### src/rtl/mctp_rx_pkg.sv
package mctp_rx_pkg;

  localparam int unsigned HDR_BYTES = 8;

  typedef struct packed {
    logic [7:0] rxLen;
    logic       overflow;
    logic [7:0] byteCount;
    logic [7:0] srcAddr;
    logic [7:0] destEid;
    logic [7:0] srcEid;
    logic       som;
    logic       eom;
    logic [1:0] seq;
    logic [2:0] tag;
    logic [6:0] msgType;
    logic       pecOk;
  } rxSummary_t;

  typedef struct packed {
    logic       drainStart;
    logic [7:0] drainLen;
  } dpStrobe_t;

  function automatic logic [7:0] crc8Step(input logic [7:0] crcIn, input logic [7:0] data);
    logic [7:0] c;
    c = crcIn ^ data;
    for (int i = 0; i < 8; i++) begin
      c = c[7] ? ((c << 1) ^ 8'h07) : (c << 1);
    end
    return c;
  endfunction

endpackage

### src/rtl/mctp_rx_datapath.sv
module mctp_rx_datapath
  import mctp_rx_pkg::*;
#(
  parameter int unsigned PAYLOAD_MAX = 64
) (
  input  logic       clk,
  input  logic       rstN,
  input  logic [6:0] ownAddr,
  input  logic       startIn,
  input  logic       byteValid,
  input  logic [7:0] byteIn,
  input  dpStrobe_t  strobe,
  output rxSummary_t summary,
  output logic       payloadValid,
  output logic [7:0] payloadData,
  output logic       payloadLast
);
  localparam int unsigned CAP  = HDR_BYTES + PAYLOAD_MAX + 1;
  localparam int unsigned PBUF = PAYLOAD_MAX + 1;
  localparam int unsigned IDXW = $clog2(PBUF);

  logic [7:0] rxLen, crcCur, crcPrev, lastByte;
  logic       overflow;
  logic [7:0] pbuf [PBUF];
  logic       draining;
  logic [7:0] drainCnt, drainLen;

  // Header capture and running CRC; crcPrev trails by one byte so it covers all but the last
  always_ff @(posedge clk) begin
    if (!rstN) begin
      rxLen    <= '0;
      overflow <= 1'b0;
      crcCur   <= '0;
      crcPrev  <= '0;
      lastByte <= '0;
      summary.byteCount <= '0;
      summary.srcAddr   <= '0;
      summary.destEid   <= '0;
      summary.srcEid    <= '0;
      summary.som       <= 1'b0;
      summary.eom       <= 1'b0;
      summary.seq       <= '0;
      summary.tag       <= '0;
      summary.msgType   <= '0;
    end else if (startIn) begin
      rxLen    <= 8'd1;
      overflow <= 1'b0;
      crcCur   <= crc8Step(8'h00, {ownAddr, 1'b0});
      crcPrev  <= 8'h00;
      lastByte <= {ownAddr, 1'b0};
    end else if (byteValid) begin
      crcPrev  <= crcCur;
      crcCur   <= crc8Step(crcCur, byteIn);
      lastByte <= byteIn;
      if (rxLen >= 8'(CAP)) overflow <= 1'b1;
      else                  rxLen    <= rxLen + 8'd1;
      case (rxLen)
        8'd2: summary.byteCount <= byteIn;
        8'd3: summary.srcAddr   <= byteIn;
        8'd5: summary.destEid   <= byteIn;
        8'd6: summary.srcEid    <= byteIn;
        8'd7: begin
          summary.som <= byteIn[7];
          summary.eom <= byteIn[6];
          summary.seq <= byteIn[5:4];
          summary.tag <= byteIn[2:0];
        end
        8'd8: summary.msgType <= byteIn[6:0];
        default: ;
      endcase
    end
  end

  always_ff @(posedge clk) begin
    if (byteValid && !startIn && rxLen >= 8'(HDR_BYTES) && rxLen < 8'(CAP))
      pbuf[IDXW'(rxLen - 8'(HDR_BYTES))] <= byteIn;
  end

  assign summary.rxLen    = rxLen;
  assign summary.overflow = overflow;
  assign summary.pecOk    = (crcPrev == lastByte);

  // Payload drain, launched by the control strobe at the stop edge
  always_ff @(posedge clk) begin
    if (!rstN) begin
      draining <= 1'b0;
      drainCnt <= '0;
      drainLen <= '0;
    end else if (strobe.drainStart) begin
      draining <= 1'b1;
      drainCnt <= '0;
      drainLen <= strobe.drainLen;
    end else if (draining) begin
      if (drainCnt + 8'd1 == drainLen) draining <= 1'b0;
      drainCnt <= drainCnt + 8'd1;
    end
  end

  assign payloadValid = draining;
  assign payloadData  = pbuf[IDXW'(drainCnt)];
  assign payloadLast  = draining && (drainCnt + 8'd1 == drainLen);


  last_needs_valid_chk: assert property (@(posedge clk) disable iff (!rstN)
    payloadLast |-> payloadValid);

  drain_launch_chk: assert property (@(posedge clk) disable iff (!rstN)
    $rose(payloadValid) |-> $past(strobe.drainStart));

  overflow_cause_chk: assert property (@(posedge clk) disable iff (!rstN)
    $rose(overflow) |-> $past(byteValid) && $past(rxLen) == 8'(CAP));
endmodule

### src/rtl/mctp_rx_ctrl.sv
module mctp_rx_ctrl
  import mctp_rx_pkg::*;
(
  input  logic       clk,
  input  logic       rstN,
  input  logic [7:0] ownEid,
  input  logic       stopIn,
  input  rxSummary_t summary,
  output dpStrobe_t  strobe,
  output logic       pktAccept,
  output logic       pktDrop,
  output logic       msgAbort,
  output logic       ctrlMsg,
  output logic [7:0] replyAddr,
  output logic [7:0] replyEid,
  output logic [2:0] replyTag
);
  typedef enum logic [1:0] {DEC_DROP, DEC_SOM, DEC_CONT} decision_e;

  logic      inMsg;
  logic [1:0] seqReg;
  logic      frameOk, isCtrl;
  decision_e decision;

  always_comb begin
    frameOk = !summary.overflow
           && summary.rxLen >= 8'd10
           && ({1'b0, summary.byteCount} + 9'd3 == {1'b0, summary.rxLen} - 9'd1)
           && summary.pecOk
           && summary.destEid == ownEid;
    isCtrl = (summary.msgType == 7'd0);
    if (!frameOk)                          decision = DEC_DROP;
    else if (summary.som)                  decision = DEC_SOM;
    else if (!inMsg)                       decision = DEC_DROP;
    else if (summary.seq != seqReg + 2'd1) decision = DEC_DROP;
    else                                   decision = DEC_CONT;
  end

  always_comb begin
    strobe.drainStart = stopIn && ((decision == DEC_CONT) || (decision == DEC_SOM && !isCtrl));
    strobe.drainLen   = summary.rxLen - 8'd9;
  end

  always_ff @(posedge clk) begin
    if (!rstN) begin
      inMsg     <= 1'b0;
      seqReg    <= '0;
      pktAccept <= 1'b0;
      pktDrop   <= 1'b0;
      msgAbort  <= 1'b0;
      ctrlMsg   <= 1'b0;
      replyAddr <= '0;
      replyEid  <= '0;
      replyTag  <= '0;
    end else begin
      pktAccept <= 1'b0;
      pktDrop   <= 1'b0;
      msgAbort  <= 1'b0;
      ctrlMsg   <= 1'b0;
      if (stopIn) begin
        case (decision)
          DEC_SOM: begin
            pktAccept <= 1'b1;
            msgAbort  <= inMsg;
            ctrlMsg   <= isCtrl;
            inMsg     <= !summary.eom;
            seqReg    <= summary.seq;
            replyAddr <= summary.srcAddr;
            replyEid  <= summary.srcEid;
            replyTag  <= summary.tag;
          end
          DEC_CONT: begin
            pktAccept <= 1'b1;
            inMsg     <= !summary.eom;
            seqReg    <= summary.seq;
          end
          default: pktDrop <= 1'b1;
        endcase
      end
    end
  end


  accept_drop_excl_chk: assert property (@(posedge clk) disable iff (!rstN)
    !(pktAccept && pktDrop));

  result_after_stop_chk: assert property (@(posedge clk) disable iff (!rstN)
    (pktAccept || pktDrop) |-> $past(stopIn));

  abort_with_accept_chk: assert property (@(posedge clk) disable iff (!rstN)
    msgAbort |-> pktAccept);

  ctrl_with_accept_chk: assert property (@(posedge clk) disable iff (!rstN)
    ctrlMsg |-> pktAccept);

  seq_hold_on_drop_chk: assert property (@(posedge clk) disable iff (!rstN)
    pktDrop |-> $stable(seqReg));
endmodule

### src/rtl/mctp_rx_validator.sv
module mctp_rx_validator
  import mctp_rx_pkg::*;
#(
  parameter int unsigned PAYLOAD_MAX = 64
) (
  input  logic       clk,
  input  logic       rstN,
  input  logic [6:0] ownAddr,
  input  logic [7:0] ownEid,
  input  logic       startIn,
  input  logic       byteValid,
  input  logic [7:0] byteIn,
  input  logic       stopIn,
  output logic       pktAccept,
  output logic       pktDrop,
  output logic       msgAbort,
  output logic       ctrlMsg,
  output logic [7:0] replyAddr,
  output logic [7:0] replyEid,
  output logic [2:0] replyTag,
  output logic       payloadValid,
  output logic [7:0] payloadData,
  output logic       payloadLast
);
  rxSummary_t summary;
  dpStrobe_t  strobe;

  mctp_rx_datapath #(.PAYLOAD_MAX(PAYLOAD_MAX)) dp_i (
    .clk(clk), .rstN(rstN), .ownAddr(ownAddr), .startIn(startIn),
    .byteValid(byteValid), .byteIn(byteIn), .strobe(strobe), .summary(summary),
    .payloadValid(payloadValid), .payloadData(payloadData), .payloadLast(payloadLast)
  );

  mctp_rx_ctrl ctrl_i (
    .clk(clk), .rstN(rstN), .ownEid(ownEid), .stopIn(stopIn), .summary(summary),
    .strobe(strobe), .pktAccept(pktAccept), .pktDrop(pktDrop), .msgAbort(msgAbort),
    .ctrlMsg(ctrlMsg), .replyAddr(replyAddr), .replyEid(replyEid), .replyTag(replyTag)
  );
endmodule

### config.mk
export PLATFORM = sky130hd
export DESIGN_NAME = mctp_rx_validator
export DESIGN_NICKNAME = d
export VERILOG_FILES = /design/src/rtl/mctp_rx_pkg.sv /design/src/rtl/mctp_rx_datapath.sv /design/src/rtl/mctp_rx_ctrl.sv /design/src/rtl/mctp_rx_validator.sv
export SDC_FILE = /design/constraint.sdc
export NUM_CORES = 1
export LEC_CHECK = 0
export ABC_AREA = 1
export BUFFER_PORTS_ARGS = -buffer_cell sky130_fd_sc_hd__buf_2
export CAP_MARGIN = 20
export CORE_MARGIN = 1
export CORE_UTILIZATION = 40
export DETAILED_ROUTE_END_ITERATION = 12
export PLACE_DENSITY_LB_ADDON = 0.05
export SYNTH_ARGS = -nofsm -noshare
export SYNTH_HDL_FRONTEND = slang
export SYNTH_SLANG_ARGS = --single-unit
export TNS_END_PERCENT = 10
### constraint.sdc
create_clock -name clk -period 3.1 [get_ports clk]
set_clock_uncertainty 0.05 [all_clocks]
set_input_delay 0.465 -clock clk [delete_from_list [all_inputs] [get_ports clk]]
set_output_delay 0.465 -clock clk [all_outputs]
set_load 0.005 [all_outputs]
# After elaboration in Yosys (flattened, before gate mapping)

Memories as Yosys holds them, arrays and structs flattened. A register that Yosys moved wholly into a read port is not among the register bits.
Index checks and enable logic that the tools add are counted.

Reduce and logical (&&, ||, !) cells: 33
Add/sub/neg operators: 7
Equal/unequal tests: 14
Mux-type cells: 36
$lt $le $gt $ge: 4
Bitwise logic cells: 20

Operators by type and width:

| cell                  | count |
|---|---|
| $mux W3               | 16 |
| $not A3 Y3            | 16 |
| $mux W8               | 4 |
| $eq A8 B3 Y1 const B  | 3 |
| $eq A8 B8 Y1          | 3 |
| $reduce_and A3 Y1     | 7 |
| $add A8 B1 Y8 const B | 2 |
| $eq A8 B2 Y1 const B  | 2 |
| $ge A8 B4 Y1 const B  | 2 |
| $mux W7               | 2 |
| $reduce_and A2 Y1     | 6 |
| $logic_and A1 B1 Y1   | 10 |
| $mux W1               | 10 |
| $add A8 B2 Y9 const B | 1 |
| $eq A9 B9 Y1          | 1 |
| $sub A8 B1 Y9 const B | 1 |
| $eq A8 B4 Y1 const B  | 1 |
| $ge A8 B7 Y1 const B  | 1 |
| $lt A8 B7 Y1 const B  | 1 |
| $mux W2               | 4 |
| $sub A8 B4 Y8 const B | 1 |
| $xor A8 B8 Y8         | 1 |
| $logic_not A7 Y1      | 1 |
| $sub A7 B4 Y7 const B | 1 |
| 10 further kinds      | 17 |

Memories: 1
Bits in writable memories: 520
Word-level logic and storage cells: 143
Input port bits: 28
Register bits after elaboration: 122
Output and inout bits: 33

Memories:

| name      | words | width | rd ports | clocked after memory_dff | wr ports | RTL line               | RTL |
|---|---|---|---|---|---|---|---|
| dp_i.pbuf | 65    | 8     | 1        | 1                        | 1        | mctp_rx_datapath.sv:24 | `logic [7:0] pbuf [PBUF];` |

# Depth between registers and ports, before layout

Word-level depth: 19
Mapped depth: 19
Mapped depth without buffers: 18

# Cells and area by module

A second synthesis with hierarchy kept.

Cells, all modules: 2729
Area, all modules: 27714.1 um2

By module, submodules not included:

| module           | seq. area each (um2) | instances | area an instance (um2) | cells an instance |
|---|---|---|---|---|
| mctp_rx_datapath | 17677.0              | 1         | 25817.3                | 2388 |
| mctp_rx_ctrl     | 520.5                | 1         | 1896.8                 | 341 |

# Worst setup path after synthesis

Ideal clock, no wire load.

Kind: flip-flop to flip-flop
From: register dp_i.rxLen[0]
To: memory dp_i.pbuf[64][0], enable pin
Buffers on the path: 1
Stages on the path, launching flop included: 12
Data arrival time: 2503 ps
Required time: 2667 ps
Clock period less this slack: 2937 ps
Path slack: 163 ps
Setup time: 383 ps
Cell sequence: dfxtp_1 inv_1 buf_2 ha_1 nand2_1 nand2_1 nand2_1 nand2_1 nand2_1 a211oi_2 nand2_1 nor3_1

Word-level cells in the longest chain between the ends: 5
Elaborated cells between the ends (all ways): 7
Classes of those cells: 1 x add/sub; 2 x order compare; 2 x mux; 2 x reduce/logical

Ends and longest elaborated chain:

| what                             | RTL line               | RTL |
|---|---|---|
| start, declared                  | mctp_rx_datapath.sv:22 | `logic [7:0] rxLen, crcCur, crcPrev, lastByte;` |
| start signal, assigned           | mctp_rx_datapath.sv:56 | `else rxLen <= rxLen + 8'd1;` |
| $ge A8 B4 Y1                     | mctp_rx_datapath.sv:75 | `if (byteValid && !startIn && rxLen >= 8'(HDR_BYTES) && rxLen < 8'(CAP))` |
| $logic_and A1 B1 Y1 (2 in a row) | mctp_rx_datapath.sv:75 |  |
| $mux W1                          | mctp_rx_datapath.sv:75 |  |
| $mux W1 (implied by the code)    | mctp_rx_datapath.sv:76 | `pbuf[IDXW'(rxLen - 8'(HDR_BYTES))] <= byteIn;` |
| end, declared                    | mctp_rx_datapath.sv:24 |  |

Parallel ways exist; a longest one is shown, timed or not.

==> metrics <==
number of hold buffers added after cts 0; most frequent cells in the layout edfxtp_1 (520), nor2_1 (468), o21ai_0 (345); Clock power frac 0.463; Num CTS Buffers 73; Final Core Density 0.496; grt total ovfl 0; count of input and output buffers 60; die area 68600 sq um; Placer Congestion 0.889; sw frac 0.213; status finished with violations; DRC 0; Syn Inst Count 2545; nature of the critical path endpoint primary output; Hold Startpoint byteValid; Layout Area Growth over Synthesis 21.6%; Clock Latency Late Sink 620 ps; min setup slack post-route -251 ps; area of the multi-input gates 8020 sq um; Synth top area share 0.578; GRT Overall Usage 0.251; Hold/Removal Path Class in -> reg; Core ar. 66300 sq um; Final Setup Violations 8; initial antenna violation count 3; cell mode on critical path o211ai_1; Worst Path Buf+Inv 3; deepest clock path buffer count 3; fraction of layout cells with a size suffix above 1 0.156; Post-DP HPWL 48.8 mm; Die Y 262 microns; flop2flop setup slack 370 ps; leading post-synthesis cells by cell area edfxtp_1 (58%), dfxtp_1 (9.6%), o21ai_0 (6.9%); Combinational Power Share 0.033; P_int 14800 uW; Starting Density 0.408; Max stage delay on crit path 360 ps; largest net degree at the start of global routing 69; Leakage 0.0119 uW; Final Hold Vio Count 0; Nets 2764; Slew Viols, Final 0; Routed wire per std cell 23.5 microns; Antenna Nets Post-Route 0; cell taking the most area after synthesis edfxtp_1; critical path arrival 2840 ps; Critical Path Source Type flip-flop; Fin Hold WS 73.5 ps; Synth cell types 38; Slew headroom 0.389; placed cells 3470; clock sinks 649; number of synthesized register bits 649; min cycle time layout 3350 ps; VDD IR max 0.000410 V; commonest non-fill, non-tap cell in the layout edfxtp_1; sequential fraction of the synthesis area 0.673; CTS tree yes; drt total wl 85.8 mm; actual slew at the worst max-slew pin 916 ps; reg2reg start dp_i.rxLen[2]$_SDFFE_PP0P_; Register Area 18200 sq um; failing checks setup timing; R2R depth 11; H-tree depth 3; RSZ-0062 raised after global routing yes; Clk Tree Root Cell clkbuf_16; critical path type reg -> out; Psw 4000 uW; area of placed instances 29100 sq um; last element of the critical path payloadData[6]; maxcap violations 0; reg2reg end dp_i.pbuf[63][6]$_DFFE_PP_; final worst-path cycle share 1.08; clock-pin slew on the worst setup and hold paths 50 ps; num ports 61; Avg Cell Area, Syn 10.6 sq um; vias in the first global route 19625; Net Count, Synth 2579; Die Wd 262 microns; share of power burned in registers 0.503; via/cell ratio 5.51; first-pass GRT wire length 126 mm; fill count 6054; achievable frequency 0.298 GHz; via count 20121; Max FO, Critical Path 31; num rows 94; Critical Path, Cell by Cell buf_12, bufbuf_16, o21ai_0, o22ai_1, or2_2, o211ai_1, o211ai_1, nand3_1, a31oi_4, buf_2; crit-path leading delay family compound AO/OA/AOI/OAI gates; Critical Path Stages 10; Mapped Area 27000 sq um; Cell Pwr Density 571 nW/um^2; drt pass-1 iters 6; First DRT Iteration DRCs 1683; post-route insts no fill 3653; Worst path slowest cell dfxtp_4; Yosys warnings 0; fin area 32900 sq um; worst path required time 2580 ps
==> synthesized netlist by cell type, drive strengths merged <==
library cell	count
a211oi	18
a21o	1
a21oi	69
a22o	1
a22oi	1
a31o	1
a31oi	15
and2	1
buf	17
clkbuf	121
clkinv	5
dfxtp	129
edfxtp	520
ha	6
inv	146
nand2	305
nand3	59
nand3b	2
nand4	16
nor2	476
nor3	10
nor3b	3
nor4	1
o2111ai	2
o211ai	50
o21ai	374
o221ai	2
o22ai	130
o31ai	1
or2	22
xnor2	17
xor2	24
==> layer usage <==
metal | GRT usage | part of all wire | wire [microns]
met1 | 0.333 | 0.43 | 36500
met2 | 0.410 | 0.48 | 41200
met3 | 0.0454 | 0.062 | 5320
met4 | 0.0946 | 0.033 | 2840
met5 | 0 | 0 | 0
==> worst reg2reg max path, stage by stage (launching register included) <==
cell	delay, ps
dfxtp_1	430
inv_1	280
nand2_1	120
nand2_1	140
nand2_1	70
nand2_1	90
nand2_1	90
a211oi_2	150
buf_4	170
nand2_1	400
nor2_1	220
buf_4	230
==> flip-flops by register name, indices dropped and copies added, names as in the netlist, named ones only <==
register / flops
ctrl_i.pktDrop: 1
ctrl_i.replyAddr: 8
dp_i.lastByte: 8
dp_i.overflow: 1
ctrl_i.ctrlMsg: 1
ctrl_i.replyTag: 3
ctrl_i.seqReg: 2
dp_i.summary: 46
dp_i.crcPrev: 8
dp_i.drainLen: 8
dp_i.drainCnt: 8
ctrl_i.pktAccept: 1
ctrl_i.inMsg: 1
ctrl_i.replyEid: 8
dp_i.payloadValid: 1
dp_i.rxLen: 8
dp_i.pbuf: 520
ctrl_i.msgAbort: 1
dp_i.crcCur: 8
==> worst min path at each step <==
| stage | depth (start not counted) | end |
|---|---|---|
| 2_1_floorplan | 2 | ctrl_i.msgAbort$_SDFF_PN0_ |
| 3_3_place_gp | 2 | ctrl_i.replyTag[2]$_SDFFE_PN0P_ |
| 3_5_place_dp | 2 | ctrl_i.replyAddr[6]$_SDFFE_PN0P_ |
| 4_1_cts | 2 | dp_i.crcPrev[7]$_SDFFE_PP0P_ |
| 5_1_grt | 2 | dp_i.crcPrev[7]$_SDFFE_PP0P_ |
| 6_report | 2 | dp_i.crcPrev[7]$_SDFFE_PP0P_ |
==> final cells by class <==
class,count,share of cell area
Sequential cell,649,0.554
Multi-Input combinational cell,1607,0.244
Timing Repair Buffer,246,0.0775
Clock buffer,93,0.0597
Tap cell,864,0.0329
Inverter,151,0.0184
Clock inverter,39,0.0132
Timing Repair inverter,2,0.000609
Antenna cell,2,0.000152
==> cells by family (layout without fill, tap and decap cells) <==
group	after synthesis	after routing	share of synthesized area
simple gates	895	895	0.133
flops	649	649	0.673
xor+xnor	41	41	0.0133
other cells	0	2	0
buf+inv	289	531	0.0407
compound gates	665	665	0.137
fa+ha+maj	6	6	0.00278
==> power groups by stage <==
stage          registers, uW  clock network, uW  logic, uW
2_1_floorplan           9630                  0        326
3_3_place_gp            9630                  0        619
3_5_place_dp            9630                  0        627
6_report                9450               8700        626
4_1_cts                 9450               8840        631
5_1_grt                 9450               9180        692
==> stage by stage <==
stage | setup TNS, ps | worst slack (ps) | power, uW
finish | -1750 | -251 | 18800
floorplan | 0 | 163 | 9960
global route | -2520 | -333 | 19300
global placement | 0 | 140 | 10300
detailed placement | 0 | 128 | 10300
CTS | -1900 | -250 | 18900
==> what timing repair did <==
item	CTS	global route
buffers inserted	21	6
cloned	18	6
gates resized for setup	65	62
setup endpoints to repair	8	9
pin swaps	24	51
(Power assumes the default switching activity.)
